--- src/rtl/owmon_pkg.sv ---
package owmon_pkg;

  typedef enum logic [2:0] {
    ST_IDLE,
    ST_DSAMP,
    ST_SLOTEND,
    ST_RISE,
    ST_PRES,
    ST_RSTEND
  } mon_state_t;

  localparam logic EVT_BIT   = 1'b0;
  localparam logic EVT_RESET = 1'b1;

  // threshold table layout: four per speed, overdrive set at offset OD_OFS
  localparam int NUM_THR = 8;
  localparam int OD_OFS  = 4;
  localparam int TI_BIT  = 0;
  localparam int TI_SLOT = 1;
  localparam int TI_PRES = 2;
  localparam int TI_RST  = 3;

  // default sample time of each threshold, in tenths of a microsecond
  function automatic longint thr_tenths(input int idx);
    case (idx)
      0:       return 150;
      1:       return 600;
      2:       return 750;
      3:       return 4800;
      4:       return 20;
      5:       return 73;
      6:       return 100;
      default: return 480;
    endcase
  endfunction

  function automatic longint default_count(input longint hz, input int idx);
    return (hz * thr_tenths(idx)) / 64'd10000000 - 64'd1;
  endfunction

endpackage

--- src/rtl/owmon_sync.sv ---
module owmon_sync #(
  parameter int STAGES = 2
) (
  input  logic clk,
  input  logic rst_n,
  input  logic raw_i,
  output logic line_o
);

  logic [STAGES-1:0] sync_q;
  logic [STAGES-1:0] sync_d;

  always_comb begin
    sync_d = {sync_q[STAGES-2:0], raw_i};
  end

  // idle bus is pulled high, so reset to ones
  always_ff @(posedge clk or negedge rst_n) begin
    if (!rst_n) begin
      sync_q <= '1;
    end else begin
      sync_q <= sync_d;
    end
  end

  assign line_o = sync_q[STAGES-1];

endmodule

--- src/rtl/owmon_timer.sv ---
module owmon_timer #(
  parameter int CNT_W = 16
) (
  input  logic             clk,
  input  logic             rst_n,
  input  logic             restart_i,
  output logic [CNT_W-1:0] cnt_o
);

  localparam logic [CNT_W-1:0] CNT_MAX = '1;

  logic [CNT_W-1:0] cnt_q;
  logic [CNT_W-1:0] cnt_d;
  logic             cnt_en;

  always_comb begin
    cnt_en = restart_i || (cnt_q != CNT_MAX);
    cnt_d  = restart_i ? '0 : cnt_q + 1'b1;
  end

  always_ff @(posedge clk or negedge rst_n) begin
    if (!rst_n) begin
      cnt_q <= '0;
    end else if (cnt_en) begin
      cnt_q <= cnt_d;
    end
  end

  assign cnt_o = cnt_q;

endmodule

--- src/rtl/owmon_thresh.sv ---
module owmon_thresh
  import owmon_pkg::*;
#(
  parameter longint CLK_HZ = 50_000_000,
  parameter int     CNT_W  = 16
) (
  input  logic [CNT_W-1:0] cfg_i [NUM_THR],
  input  logic             od_i,
  output logic [CNT_W-1:0] bit_o,
  output logic [CNT_W-1:0] slot_o,
  output logic [CNT_W-1:0] pres_o,
  output logic [CNT_W-1:0] rst_o,
  output logic [CNT_W-1:0] rst_std_o,
  output logic [CNT_W-1:0] rst_od_o
);

  logic [CNT_W-1:0] eff [NUM_THR];

  for (genvar g = 0; g < NUM_THR; g++) begin : g_thr
    localparam logic [CNT_W-1:0] DEF = CNT_W'(default_count(CLK_HZ, g));
    assign eff[g] = (cfg_i[g] != '0) ? cfg_i[g] : DEF;
  end

  always_comb begin
    if (od_i) begin
      bit_o  = eff[OD_OFS + TI_BIT];
      slot_o = eff[OD_OFS + TI_SLOT];
      pres_o = eff[OD_OFS + TI_PRES];
      rst_o  = eff[OD_OFS + TI_RST];
    end else begin
      bit_o  = eff[TI_BIT];
      slot_o = eff[TI_SLOT];
      pres_o = eff[TI_PRES];
      rst_o  = eff[TI_RST];
    end
    rst_std_o = eff[TI_RST];
    rst_od_o  = eff[OD_OFS + TI_RST];
  end

endmodule

--- src/rtl/owmon_cmd.sv ---
module owmon_cmd #(
  parameter int         CMD_BITS = 8,
  parameter logic [7:0] CODE_A   = 8'h3C,
  parameter logic [7:0] CODE_B   = 8'h69
) (
  input  logic clk,
  input  logic rst_n,
  input  logic bit_stb_i,
  input  logic bit_val_i,
  input  logic clr_i,
  input  logic keep_od_i,
  output logic od_o
);

  localparam int IDX_W = $clog2(CMD_BITS + 1);
  localparam logic [IDX_W-1:0] LAST_IDX = IDX_W'(CMD_BITS - 1);
  localparam logic [IDX_W-1:0] DONE_IDX = IDX_W'(CMD_BITS);

  logic [IDX_W-1:0]    idx_q, idx_d;
  logic [CMD_BITS-1:0] cmd_q, cmd_d;
  logic                od_q, od_d;
  logic [CMD_BITS-1:0] cmd_ins;
  logic                take;

  always_comb begin
    take    = bit_stb_i && (idx_q != DONE_IDX);
    cmd_ins = cmd_q | (CMD_BITS'(bit_val_i) << idx_q);
    idx_d   = idx_q;
    cmd_d   = cmd_q;
    od_d    = od_q;
    if (clr_i) begin
      idx_d = '0;
      cmd_d = '0;
      od_d  = od_q && keep_od_i;
    end else if (take) begin
      idx_d = idx_q + 1'b1;
      cmd_d = cmd_ins;
      if ((idx_q == LAST_IDX) &&
          ((cmd_ins == CMD_BITS'(CODE_A)) || (cmd_ins == CMD_BITS'(CODE_B)))) begin
        od_d = 1'b1;
      end
    end
  end

  always_ff @(posedge clk or negedge rst_n) begin
    if (!rst_n) begin
      idx_q <= '0;
      cmd_q <= '0;
      od_q  <= 1'b0;
    end else begin
      idx_q <= idx_d;
      cmd_q <= cmd_d;
      od_q  <= od_d;
    end
  end

  assign od_o = od_q;

endmodule

--- src/rtl/owmon_fsm.sv ---
module owmon_fsm
  import owmon_pkg::*;
#(
  parameter int CNT_W = 16
) (
  input  logic             clk,
  input  logic             rst_n,
  input  logic             line_i,
  input  logic [CNT_W-1:0] cnt_i,
  input  logic [CNT_W-1:0] thr_bit_i,
  input  logic [CNT_W-1:0] thr_slot_i,
  input  logic [CNT_W-1:0] thr_pres_i,
  input  logic [CNT_W-1:0] thr_rst_i,
  input  logic [CNT_W-1:0] thr_rst_std_i,
  input  logic [CNT_W-1:0] thr_rst_od_i,
  input  logic             od_i,
  output logic             restart_o,
  output logic             bit_stb_o,
  output logic             bit_val_o,
  output logic             clr_o,
  output logic             keep_od_o,
  output logic             evt_valid_o,
  output logic             evt_type_o,
  output logic             evt_value_o
);

  mon_state_t state_q, state_d;
  logic       smp_q, smp_d;
  logic       ev_v_d, ev_t_d, ev_x_d;
  logic       ev_v_q, ev_t_q, ev_x_q;

  always_comb begin
    state_d   = state_q;
    smp_d     = smp_q;
    restart_o = 1'b0;
    bit_stb_o = 1'b0;
    clr_o     = 1'b0;
    keep_od_o = 1'b0;
    ev_v_d    = 1'b0;
    ev_t_d    = ev_t_q;
    ev_x_d    = ev_x_q;
    case (state_q)
      ST_IDLE: begin
        if (!line_i) begin
          restart_o = 1'b1;
          state_d   = ST_DSAMP;
        end
      end
      ST_DSAMP: begin
        if (cnt_i == thr_bit_i) begin
          smp_d   = line_i;
          state_d = ST_SLOTEND;
        end
      end
      ST_SLOTEND: begin
        if (cnt_i == thr_slot_i) begin
          if (line_i) begin
            bit_stb_o = 1'b1;
            ev_v_d    = 1'b1;
            ev_t_d    = EVT_BIT;
            ev_x_d    = smp_q;
            state_d   = ST_IDLE;
          end else begin
            state_d = ST_RISE;
          end
        end
      end
      ST_RISE: begin
        if (line_i) begin
          if (cnt_i > thr_rst_std_i) begin
            restart_o = 1'b1;
            clr_o     = 1'b1;
            state_d   = ST_PRES;
          end else if (od_i && (cnt_i > thr_rst_od_i)) begin
            restart_o = 1'b1;
            clr_o     = 1'b1;
            keep_od_o = 1'b1;
            state_d   = ST_PRES;
          end else begin
            state_d = ST_IDLE;
          end
        end
      end
      ST_PRES: begin
        if (cnt_i == thr_pres_i) begin
          smp_d   = line_i;
          state_d = ST_RSTEND;
        end
      end
      ST_RSTEND: begin
        if (cnt_i == thr_rst_i) begin
          if (line_i) begin
            ev_v_d  = 1'b1;
            ev_t_d  = EVT_RESET;
            ev_x_d  = !smp_q;
            state_d = ST_IDLE;
          end else begin
            state_d = ST_RISE;
          end
        end
      end
      default: state_d = ST_IDLE;
    endcase
  end

  always_ff @(posedge clk or negedge rst_n) begin
    if (!rst_n) begin
      state_q <= ST_IDLE;
      smp_q   <= 1'b1;
      ev_v_q  <= 1'b0;
      ev_t_q  <= EVT_BIT;
      ev_x_q  <= 1'b0;
    end else begin
      state_q <= state_d;
      smp_q   <= smp_d;
      ev_v_q  <= ev_v_d;
      ev_t_q  <= ev_t_d;
      ev_x_q  <= ev_x_d;
    end
  end

  assign bit_val_o   = smp_q;
  assign evt_valid_o = ev_v_q;
  assign evt_type_o  = ev_t_q;
  assign evt_value_o = ev_x_q;

endmodule

--- src/rtl/owbus_link_monitor.sv ---
module owbus_link_monitor
  import owmon_pkg::*;
#(
  parameter longint     CLK_HZ      = 50_000_000,
  parameter int         CNT_W       = 16,
  parameter int         SYNC_STAGES = 2,
  parameter int         CMD_BITS    = 8,
  parameter logic [7:0] OD_CODE_A   = 8'h3C,
  parameter logic [7:0] OD_CODE_B   = 8'h69
) (
  input  logic             clk,
  input  logic             rst_n,
  input  logic             bus_i,
  input  logic [CNT_W-1:0] cfg_std_bit_i,
  input  logic [CNT_W-1:0] cfg_std_slot_i,
  input  logic [CNT_W-1:0] cfg_std_pres_i,
  input  logic [CNT_W-1:0] cfg_std_rst_i,
  input  logic [CNT_W-1:0] cfg_od_bit_i,
  input  logic [CNT_W-1:0] cfg_od_slot_i,
  input  logic [CNT_W-1:0] cfg_od_pres_i,
  input  logic [CNT_W-1:0] cfg_od_rst_i,
  output logic             evt_valid_o,
  output logic             evt_type_o,
  output logic             evt_value_o,
  output logic             od_o
);

  logic             line_s;
  logic [CNT_W-1:0] elapsed;
  logic             tmr_restart;
  logic [CNT_W-1:0] cfg_arr [NUM_THR];
  logic [CNT_W-1:0] thr_bit, thr_slot, thr_pres, thr_rst, thr_rst_std, thr_rst_od;
  logic             bit_stb, bit_val, cmd_clr, keep_od, od_s;

  assign cfg_arr[TI_BIT]           = cfg_std_bit_i;
  assign cfg_arr[TI_SLOT]          = cfg_std_slot_i;
  assign cfg_arr[TI_PRES]          = cfg_std_pres_i;
  assign cfg_arr[TI_RST]           = cfg_std_rst_i;
  assign cfg_arr[OD_OFS + TI_BIT]  = cfg_od_bit_i;
  assign cfg_arr[OD_OFS + TI_SLOT] = cfg_od_slot_i;
  assign cfg_arr[OD_OFS + TI_PRES] = cfg_od_pres_i;
  assign cfg_arr[OD_OFS + TI_RST]  = cfg_od_rst_i;

  owmon_sync #(.STAGES(SYNC_STAGES)) i_sync (
    .clk    (clk),
    .rst_n  (rst_n),
    .raw_i  (bus_i),
    .line_o (line_s)
  );

  owmon_timer #(.CNT_W(CNT_W)) i_timer (
    .clk       (clk),
    .rst_n     (rst_n),
    .restart_i (tmr_restart),
    .cnt_o     (elapsed)
  );

  owmon_thresh #(.CLK_HZ(CLK_HZ), .CNT_W(CNT_W)) i_thresh (
    .cfg_i     (cfg_arr),
    .od_i      (od_s),
    .bit_o     (thr_bit),
    .slot_o    (thr_slot),
    .pres_o    (thr_pres),
    .rst_o     (thr_rst),
    .rst_std_o (thr_rst_std),
    .rst_od_o  (thr_rst_od)
  );

  owmon_fsm #(.CNT_W(CNT_W)) i_fsm (
    .clk           (clk),
    .rst_n         (rst_n),
    .line_i        (line_s),
    .cnt_i         (elapsed),
    .thr_bit_i     (thr_bit),
    .thr_slot_i    (thr_slot),
    .thr_pres_i    (thr_pres),
    .thr_rst_i     (thr_rst),
    .thr_rst_std_i (thr_rst_std),
    .thr_rst_od_i  (thr_rst_od),
    .od_i          (od_s),
    .restart_o     (tmr_restart),
    .bit_stb_o     (bit_stb),
    .bit_val_o     (bit_val),
    .clr_o         (cmd_clr),
    .keep_od_o     (keep_od),
    .evt_valid_o   (evt_valid_o),
    .evt_type_o    (evt_type_o),
    .evt_value_o   (evt_value_o)
  );

  owmon_cmd #(.CMD_BITS(CMD_BITS), .CODE_A(OD_CODE_A), .CODE_B(OD_CODE_B)) i_cmd (
    .clk       (clk),
    .rst_n     (rst_n),
    .bit_stb_i (bit_stb),
    .bit_val_i (bit_val),
    .clr_i     (cmd_clr),
    .keep_od_i (keep_od),
    .od_o      (od_s)
  );

  assign od_o = od_s;

endmodule

--- config.mk ---
export PLATFORM = sky130hd
export DESIGN_NAME = owbus_link_monitor
export DESIGN_NICKNAME = d
export VERILOG_FILES = /design/src/rtl/owmon_pkg.sv /design/src/rtl/owmon_sync.sv /design/src/rtl/owmon_timer.sv /design/src/rtl/owmon_thresh.sv /design/src/rtl/owmon_cmd.sv /design/src/rtl/owmon_fsm.sv /design/src/rtl/owbus_link_monitor.sv
export SDC_FILE = /design/constraint.sdc
export NUM_CORES = 1
export LEC_CHECK = 0
export ABC_AREA = 1
export CORE_MARGIN = 2
export CORE_UTILIZATION = 50
export CTS_CLUSTER_SIZE = 28
export DETAILED_ROUTE_END_ITERATION = 16
export DONT_BUFFER_PORTS = 1
export GPL_TIMING_DRIVEN = 0
export PLACE_DENSITY = 0.65
export SYNTH_ARGS = -nofsm -noshare
export SYNTH_HDL_FRONTEND = slang
export SYNTH_SLANG_ARGS = --single-unit
--- constraint.sdc ---
create_clock -name clk -period 3.65 [get_ports clk]
set_input_delay 0 -clock clk [delete_from_list [all_inputs] [get_ports clk]]
set_output_delay 0 -clock clk [all_outputs]
set_load 0.02 [all_outputs]
==> results of run 1 <==
## metal layers
metal	vias up	GRT usage	share of wire
li1	3303	-	-
met1	2899	0.435	0.43
met2	325	0.503	0.44
met3	48	0.0262	0.10
met4	0	0.0908	0.028
met5	-	0	0
## critical path, stage by stage
cell and delay (ns):
nor2_1 0.12, nand2_1 0.08, nor2_1 0.10, nand2_1 0.15, buf_2 0.23, inv_1 0.08, clkbuf_1 0.39, nor2_1 0.09
ha_1 0.30, a21oi_1 0.13, nor2_1 0.05, a211oi_1 0.20, o21ai_0 0.15, nand2_1 0.08, nand2_1 0.09, nand2_1 0.07
nand2_1 0.07, nand2_1 0.21, clkbuf_1 0.40, nand2_1 0.10, a21oi_1 0.13
## sequential cells by signal (all words and copies together) (netlist names)
register	flops
i_cmd.od_o	1
i_timer.cnt_o	16
i_fsm.evt_valid_o	1
i_fsm.evt_value_o	1
i_fsm.bit_val_o	1
i_fsm.evt_type_o	1
i_cmd.idx_q	4
i_sync.sync_q	2
i_fsm.state_q	3
i_cmd.cmd_q	8
## synthesized netlist by cell type (all sizes together)
| master | count |
|---|---|
| nand2 | 342 |
| nor2 | 201 |
| inv | 112 |
| nand3 | 106 |
| dfrtp | 35 |
| ha | 35 |
| o21ai | 31 |
| a21oi | 28 |
| nand3b | 19 |
| nor3 | 19 |
| xor2 | 19 |
| buf | 17 |
| or2 | 17 |
| nand4 | 14 |
| mux2i | 9 |
| o21bai | 4 |
| clkbuf | 3 |
| dfstp | 3 |
| nor4 | 3 |
| a211oi | 2 |
| o22ai | 2 |
| a21boi | 1 |
| a221oi | 1 |
| clkinv | 1 |
| nor3b | 1 |
| nor4b | 1 |
| o211ai | 1 |
| o21a | 1 |
| o221ai | 1 |
| o31ai | 1 |
## cell usage in the layout, fill, tap and decap left out, types with 2 or more instances in the layout
cell type	Yosys	routed
o21bai_1	4	4
a21oi_1	28	28
xor2_1	19	19
or2_2	10	10
inv_1	105	105
clkbuf_16	0	5
ha_1	35	35
nand4_1	14	14
nor2_2	4	4
o22ai_1	2	2
nand2_2	5	5
nor4_1	3	3
dlygate4sd3_1	0	2
nor3_1	17	17
clkbuf_1	3	4
buf_6	3	3
dfrtp_1	35	35
nand2_1	335	335
o21ai_0	27	27
or2_1	7	7
buf_4	4	4
a211oi_1	2	2
nand3_1	105	105
nand3b_1	19	19
inv_2	7	7
nor3_2	2	2
nand2_4	2	2
nor2_1	196	196
o21ai_1	3	3
dfstp_2	3	3
buf_2	10	10
mux2i_1	9	9
## final cells by class
type / count / area share
Clock inverter: 1 / 0.000826
Timing Repair Buffer: 3 / 0.00661
Buffer: 20 / 0.0206
Clock buffer: 7 / 0.0235
Inverter: 113 / 0.0700
Sequential cell: 38 / 0.158
Tap cell: 140 / 0.0289
Multi-Input combinational cell: 859 / 0.692
## where the power goes
group          total [mW]  internal, mW  leakage (nW)  switching, mW
Sequential          0.596         0.471         0.495          0.124
Clock               0.430         0.271        0.0739          0.159
Combinational       0.758         0.269          2.60          0.489
## through the flow
step	util	setup WS, ns	std cells	hold slack [ns]
2_1_floorplan	-	1.14	1030	-0.296
3_3_place_gp	0.535	0.358	1170	-0.295
3_5_place_dp	0.535	0.397	1170	-0.295
4_1_cts	0.552	0.669	1181	0.209
5_1_grt	0.552	0.174	1181	0.252
6_report	0.552	0.623	1181	0.215
## cell families (layout without fill, tap and decap cells)
kind of cell / after synthesis / count (layout) / share of synthesized area
AND/OR/NAND/NOR: 723 / 723 / 0.543
buffers and inverters: 133 / 144 / 0.0964
AO/OA/AOI/OAI: 73 / 73 / 0.0709
flip-flops: 38 / 38 / 0.168
adder cells (fa/ha/maj): 35 / 35 / 0.0769
XOR/XNOR: 19 / 19 / 0.0292
multiplexers: 9 / 9 / 0.0158
## worst max-delay path by stage
stage / end / slack [ns] / cells after the start
CTS: i_cmd.cmd_q[5] / 0.67 / 21
global placement: i_cmd.cmd_q[5] / 0.36 / 21
global route: i_cmd.cmd_q[5] / 0.17 / 21
finish: i_cmd.cmd_q[4] / 0.62 / 21
detailed placement: i_cmd.cmd_q[5] / 0.40 / 21
floorplan: i_cmd.cmd_q[0] / 1.14 / 21
## repair_timing
| item | CTS | global route |
|---|---|---|
| hold buffers | 3 | 0 |
| gates resized for setup | 0 | 0 |
| endpoints found under the hold margin | 39 | 0 |
| setup buffers | 0 | 0 |
==> results_dict.tcl, run 1 <==
set metrics [dict create \
    status "finished clean" \
    htreeDepth 2 \
    dpl.hpwl_um 15600 \
    area_growth_pct 6.37 \
    critPathLaunch "cfg_std_rst_i[11]" \
    rr_worst_depth 14 \
    yosys.area.top_type "nand2_1" \
    rsz0062_at_grt "no" \
    timing.final.crit_share 0.829 \
    hold_path.class "primary input to async pin" \
    ir_worst_vdd_mv 0.357 \
    regToRegStartpoint "i_timer.cnt_o[1]" \
    dieArea_sq_um 12300 \
    num_rows 38 \
    syn-num-nets 1196 \
    syn_inst 1030 \
    r2r-end "i_timer.cnt_o[13]" \
    grt_max_degree 39 \
    drt_wl_total_um 19400 \
    drive_above_1_share 0.0586 \
    ff_latch_area_sq_um 955 \
    cp-end-kind "register" \
    fmax_ghz 0.330 \
    first_pass_iters 5 \
    tightest_slew_ns 0.545 \
    yosys_warnings 0 \
    synthesis.area_sq_um 5700 \
    wl_per_cell_um 16.5 \
    track_usage 0.308 \
    grt-ovfl-total 0 \
    cts_buffers 5 \
    netlist.area_leader.share 0.221 \
    vias 6575 \
    antenna_left 0 \
    multiInputGateArea_sq_um 4190 \
    antenna_cells 0 \
    placed_area_sq_um 5870 \
    place_congestion 0.959 \
    r2r_setup_slack_ns 0.88 \
    start_util 0.519 \
    fin_nets 1206 \
    required_ns 3.85 \
    total_power_mw 1.78 \
    cts_tree "yes" \
    ys_ff_latch 38 \
    root_buffer "clkbuf_16" \
    fp.dieH_um 111 \
    ioPinCount 135 \
    fp.dieW_um 111 \
    core_sq_um 11000 \
    setup_viol 0 \
    fin_skew_ns 0.00555 \
    yosysUniqueCellTypes 42 \
    drc_errors 0 \
    cts_buffer_depth 2 \
    grt_pass1_vias 6009 \
    clock_latency_ns 0.28 \
    grt_pass1_wl_um 30500 \
    powerDensity_nw_per_um2 294 \
    synth_area_leaders "nand2_1, dfrtp_1, nor2_1" \
    min_period_ns 3.03 \
    cap_viol_max_count 0 \
    vias_per_cell 5.57 \
    cts_num_sinks 38 \
    fin_setup_tns_ns 0 \
    critPathLaunchType "primary input" \
    slew_headroom 0.637 \
    fillCellCount 1215 \
    worstSetupPathType "primary input to register" \
    crit_fanout 10 \
    synth.avg_cell_area_sq_um 5.53 \
    ys_seq_area_frac 0.168 \
    leakage_nw 3.17 \
    cp.arrival_ns 3.23 \
    drtIter0Drc 653 \
    finalInstanceArea_sq_um 6060 \
    portBuffers 0 \
    slew_viol_final 0 \
    hold_viol 0 \
    antenna_found_initial 0 \
    clk_pin_slew_ns 0.06 \
]
Power figures use the tool's default switching activity.
==> run 2, diff against run 1 <==
clock period = 3 ns   (was 3.65 ns; I/O delays follow)
==> run 2 against run 1 <==
  * Core utilization is 0.091 points higher
  * Sequential power increased by 21%
  * Clock power grew 22%
  * Critical endpoint is now i_timer.cnt_o[13]
  * Largest cell class unchanged
  * Largest power group unchanged
==> results_dict.tcl, run 2 (synthesized netlist as in run 1, its figures left out) <==
set metrics [dict create \
    status "finished clean" \
    grt_pass1_vias 6009 \
    fin_skew_ns 0.00630 \
    dieArea_sq_um 12300 \
    ir_worst_vdd_mv 0.433 \
    cts_tree "yes" \
    min_period_ns 2.68 \
    num_rows 38 \
    netSwitchingFraction 0.433 \
    crit_fanout 10 \
    hold_path.class "primary input to async pin" \
    path_common_cell "nand2_1" \
    dpl.hpwl_um 15600 \
    wl_per_cell_um 16.4 \
    clk_pin_slew_ns 0.06 \
    ff_latch_area_sq_um 955 \
    pre_cts_ws_ns -0.253 \
    layout_common_cells "nand2_1, nor2_1, inv_1, nand3_1" \
    drt_wl_total_um 19400 \
    placed_area_sq_um 5870 \
    htreeDepth 2 \
    place_congestion 0.959 \
    cp-end-kind "register" \
    leakage_nw 3.17 \
    fp.dieW_um 111 \
    rsz0062_at_grt "no" \
    portBuffers 0 \
    fin_setup_tns_ns 0 \
    powerDensity_nw_per_um2 357 \
    fp.dieH_um 111 \
    area_growth_pct 6.54 \
    fillCellCount 1214 \
    p_switching_uw 939 \
    cts_buffer_depth 2 \
    track_usage 0.308 \
    internal-power_mw 1.23 \
    grt_pass1_wl_um 30500 \
    antenna_cells 0 \
    slew_viol_final 0 \
    seq_power_share 0.334 \
    crit_chain "ha_1 -> inv_1 -> nor2_1 -> nor2_1 -> o21a_1 -> o221ai_1 -> nand2_1 -> nand2_1 -> nand2_1 -> nand2_1 -> nand2_2 -> o21ai_2 -> buf_2 -> nor2_1" \
    drive_above_1_share 0.0624 \
    cts_num_sinks 38 \
    power_frac_comb 0.424 \
    largest_register_ff_count 16 \
    antenna_found_initial 0 \
    required_ns 3.15 \
    mostFrequentLayoutCell "nand2_1" \
    multiInputGateArea_sq_um 4200 \
    vias 6623 \
    timing.final.crit_share 0.894 \
    root_buffer "clkbuf_16" \
    vias_per_cell 5.61 \
    power_frac_clock 0.242 \
    critPathLaunchType "register" \
    setup_viol 0 \
    finalInstanceArea_sq_um 6070 \
    first_pass_iters 5 \
    crit_path_top_delay_cell "dfrtp_1" \
    clock_latency_ns 0.28 \
    final_util 0.553 \
    cpPeakStageDelay_ns 0.58 \
    hold_viol 0 \
    fin_nets 1206 \
    core_sq_um 11000 \
    tightest_slew_ns 0.544 \
    grt-ovfl-total 0 \
    cts_setup_buffers 0 \
    start_util 0.519 \
    slew_headroom 0.637 \
    r2r_setup_slack_ns 0.32 \
    ioPinCount 135 \
    antenna_left 0 \
    grt_max_degree 39 \
    setup_slack_ns 0.318 \
    drc_errors 0 \
    cp.arrival_ns 2.84 \
    cap_viol_max_count 0 \
    worstSetupPathType "register to register" \
    drtIter0Drc 730 \
    fmax_ghz 0.373 \
    cts_buffers 5 \
]
-- run 2: cell count changes in the layout (fill, tap and decap cells not counted) --
cell      previous run  this run
clkbuf_2             0         2
nor3_1              17        16
nand2_2              5         6
nor3_2               2         3
nand2_1            335       334
clkbuf_1             4         2
-- run 2: power by group through the flow --
stage | clock (mW) | sequential (mW) | combinational, mW
floorplan | 0 | 0.658 | 0.700
global placement | 0 | 0.729 | 0.891
detailed placement | 0 | 0.730 | 0.894
CTS | 0.533 | 0.719 | 0.916
global route | 0.548 | 0.725 | 1.06
finish | 0.525 | 0.724 | 0.920
-- run 2: final timing paths --
check | cells past startpoint | startpoint | end
setup / recovery | 14 | i_timer.cnt_o[1] | i_timer.cnt_o[13]
min in group clk | 1 | bus_i | i_sync.sync_q[0]
hold / removal | 2 | rst_n | i_timer.cnt_o[6]
hold reg to reg | 0 | i_sync.sync_q[0] | i_sync.sync_q[1]
setup reg to reg | 14 | i_timer.cnt_o[1] | i_timer.cnt_o[13]
max in group asynchronous | 2 | rst_n | i_sync.sync_q[0]
-- run 2: layout make-up --
class                           instances  area share
Sequential cell                        38       0.157
Tap cell                              140      0.0289
Multi-Input combinational cell        859       0.692
Clock buffer                            7      0.0235
Buffer                                 20      0.0210
Timing Repair Buffer                    3     0.00660
Inverter                              113      0.0699
Clock inverter                          1    0.000824
-- run 2: per-stage QoR --
step | power (mW) | hold slack [ns] | std cells
final | 2.17 | 0.213 | 1181
after floorplan | 1.36 | -0.296 | 1030
after CTS | 2.17 | 0.209 | 1181
after global placement | 1.62 | -0.295 | 1170
after detailed placement | 1.62 | -0.295 | 1170
after global routing | 2.33 | 0.252 | 1181
-- run 2: layer usage --
layer,GRT usage,routed length [um]
met5,0,0
met4,0.0908,531
met3,0.0262,1940
met2,0.503,8570
met1,0.435,8380
-- run 2: worst max-delay path: cells and delay by family, from the launching register on --
kind            cells  cell delay [ns]
simple gates        8             0.66
flops               1             0.58
compound gates      3             0.56
fa+ha+maj           1             0.41
buf+inv             2             0.34
-- run 2: repair_timing --
action,CTS,global route
gates resized for setup,0,6
hold endpoints to repair,39,0
endpoints found under the setup margin,0,26
hold buffers,3,0
==> run 3, diff against run 2 <==
SYNTH_HIERARCHICAL = 1   (was unset)
==> run 3 against run 2 <==
  * Clock skew is 0.0029 ns lower
  * Non-clock buffer count is 15 higher
  * Synthesized cell count is 2.2% higher
  * Register-to-register slack worse by 0.06 ns
  * Largest cell class unchanged
  * Cell count is 2.2% higher
  * Critical endpoint is now i_cmd/od_o
  * Combinational power is 11% lower
  * Critical path depth is 2 higher
  * Worst setup slack worse by 0.058 ns
  * Clock power is 33% higher
==> results_dict.tcl, run 3 <==
set metrics [dict create \
    status "finished clean" \
    cp.arrival_ns 2.96 \
    leakage_nw 3.67 \
    cts_buffers 5 \
    fmax_ghz 0.365 \
    fin_setup_tns_ns 0 \
    fp.dieH_um 111 \
    cts_tree "yes" \
    synth_most_common_cell "nand2_1" \
    r2r_setup_slack_ns 0.26 \
    syn-num-nets 1219 \
    dpl.cell_count 1196 \
    ys_ff_latch 38 \
    cts_buffer_depth 2 \
    wl_per_cell_um 13.5 \
    syn_inst 1053 \
    cap_viol_max_count 0 \
    yosys.area.top_type "nand2_1" \
    hold_path.class "primary input to async pin" \
    cp-end-kind "register" \
    rsz0062_at_grt "no" \
    pre_cts_ws_ns 0.0861 \
    fin_hold_ws_ns 0.202 \
    place_congestion 0.904 \
    fillCellCount 1225 \
    worstSetupPathType "register to register" \
    regToRegStartpoint "i_cmd/od_o" \
    drtIter0Drc 416 \
    required_ns 3.22 \
    fin_skew_ns 0.00341 \
    grt-ovfl-total 0 \
    tightest_slew_ns 0.546 \
    fin_nets 1229 \
    antenna_cells 0 \
    vias_per_cell 4.97 \
    grt_pass1_vias 5704 \
    cts_num_sinks 38 \
    slew_headroom 0.636 \
    yosysUniqueCellTypes 42 \
    netlist.area_leader.share 0.274 \
    slew_viol_final 0 \
    ys_seq_area_frac 0.166 \
    crit_path_top_delay_cell "dfrtp_2" \
    total_power_mw 2.24 \
    ys_top_cells_by_count "nand2_1, nor2_1, inv_1, xor2_1, nand3_1" \
    drc_errors 0 \
    dpl.hpwl_um 13000 \
    drt_wl_total_um 16200 \
    portBuffers 0 \
    crit_chain "buf_2 -> clkbuf_4 -> nor2_1 -> a21oi_1 -> xor2_1 -> nor2_1 -> nand2_1 -> nor2_1 -> nand2_1 -> nor2_1 -> nand2_2 -> nor2_2 -> nand3_1 -> nor2_1 -> nand3_1 -> nand2_1" \
    hold_viol 0 \
    setup_viol 0 \
    critPathLaunchType "register" \
    cpPeakStageDelay_ns 0.48 \
    synthesis.area_sq_um 5730 \
    yosys_warnings 6 \
    start_util 0.507 \
    fp.dieW_um 111 \
    ir_worst_vdd_mv 0.330 \
    stdcell_count 1207 \
    grt_pass1_wl_um 26800 \
    core_sq_um 11300 \
    layout_common_cells "nand2_1, nor2_1, inv_1, xor2_1, nand3_1" \
    clk_pin_slew_ns 0.06 \
    powerDensity_nw_per_um2 364 \
    track_usage 0.266 \
    ioPinCount 135 \
    root_buffer "clkbuf_16" \
    num_rows 39 \
    min_period_ns 2.74 \
    area_growth_pct 7.51 \
    vias 5997 \
    synth_area_leaders "nand2_1, dfrtp_1, nor2_1" \
    crit_fanout 10 \
    path_common_cell "nor2_1" \
    clock_latency_ns 0.28 \
    antenna_found_initial 0 \
    dieArea_sq_um 12300 \
    grt_max_degree 39 \
    rr_worst_depth 16 \
    antenna_left 0 \
    async_flop_share 1.00 \
    htreeDepth 2 \
    synthFlopType "dfrtp_1" \
    r2r-end "i_cmd/od_o" \
    synth.avg_cell_area_sq_um 5.45 \
    first_pass_iters 5 \
    setup_slack_ns 0.259 \
    synth_edf_count 0 \
    largest_register_ff_count 16 \
    cts_setup_buffers 0 \
    drive_above_1_share 0.0827 \
    mostFrequentLayoutCell "nand2_1" \
    timing.final.crit_share 0.914 \
]
==> run 3: how the worst max path moves through the flow <==
stage | from | to | slack, ns | cells past startpoint
after floorplan | i_timer/cnt_o[7] | i_timer/cnt_o[11] | 0.80 | 13
after global placement | i_timer/cnt_o[11] | i_timer/cnt_o[10] | 0.09 | 13
after detailed placement | i_timer/cnt_o[11] | i_timer/cnt_o[8] | 0.09 | 13
after CTS | i_timer/cnt_o[11] | i_timer/cnt_o[10] | 0.04 | 13
after global routing | i_cmd/od_o | i_cmd/od_o | 0.0009 | 18
final | i_cmd/od_o | i_cmd/od_o | 0.26 | 16
==> run 3: timing repair <==
item | in CTS | in global routing
resized for setup | 0 | 12
endpoints found under the setup margin | 0 | 14
endpoints found under the hold margin | 39 | 0
hold buffers | 3 | 0
==> run 3: power by group <==
group	internal, mW	switching (mW)	total, mW
Sequential	0.580	0.147	0.727
Clock	0.499	0.200	0.699
Combinational	0.337	0.483	0.819
==> run 3: kinds of logic after synthesis <==
logic type               count (synthesis)  synth area share
adder cells (fa/ha/maj)                 35            0.0764
XOR/XNOR                                53            0.0810
flip-flops                              38             0.166
buffers and inverters                  183             0.131
AND/OR/NAND/NOR                        687             0.489
AO/OA/AOI/OAI                           57            0.0559
==> run 3: final cells by class <==
| type | count | area, sq um | area share |
|---|---|---|---|
| inverter | 148 | 557 | 0.0903 |
| multi-input combinational | 832 | 4030 | 0.653 |
| timing repair buffer | 3 | 40.0 | 0.00649 |
| clock buffer | 6 | 139 | 0.0225 |
| buffer | 35 | 203 | 0.0329 |
| clock inverter | 2 | 60.1 | 0.00974 |
| tap | 143 | 179 | 0.0290 |
| sequential | 38 | 961 | 0.156 |
==> run 3: critical path: cells and delay by family (launching register included) <==
| family | cells | cell delay, ns |
|---|---|---|
| and+or+nand+nor | 12 | 1.35 |
| buffers and inverters | 2 | 0.55 |
| DFF | 1 | 0.48 |
| AOI/OAI and AO/OA | 1 | 0.20 |
| xor gates and xnor gates | 1 | 0.10 |
==> run 3: layer usage <==
| metal | vias up | global-route usage | share of wire |
|---|---|---|---|
| met3 | 15 | 0.0388 | 0.066 |
| met5 | - | 0 | 0 |
| met4 | 0 | 0.0354 | 0.0088 |
| li1 | 3180 | - | - |
| met2 | 189 | 0.470 | 0.47 |
| met1 | 2613 | 0.354 | 0.46 |
==> run 3: per-stage QoR <==
stage          utilization  area, sq um
3_5_place_dp         0.522         5910
4_1_cts              0.543         6150
3_3_place_gp         0.522         5910
5_1_grt              0.545         6160
6_report             0.545         6160
2_1_floorplan            -         5730
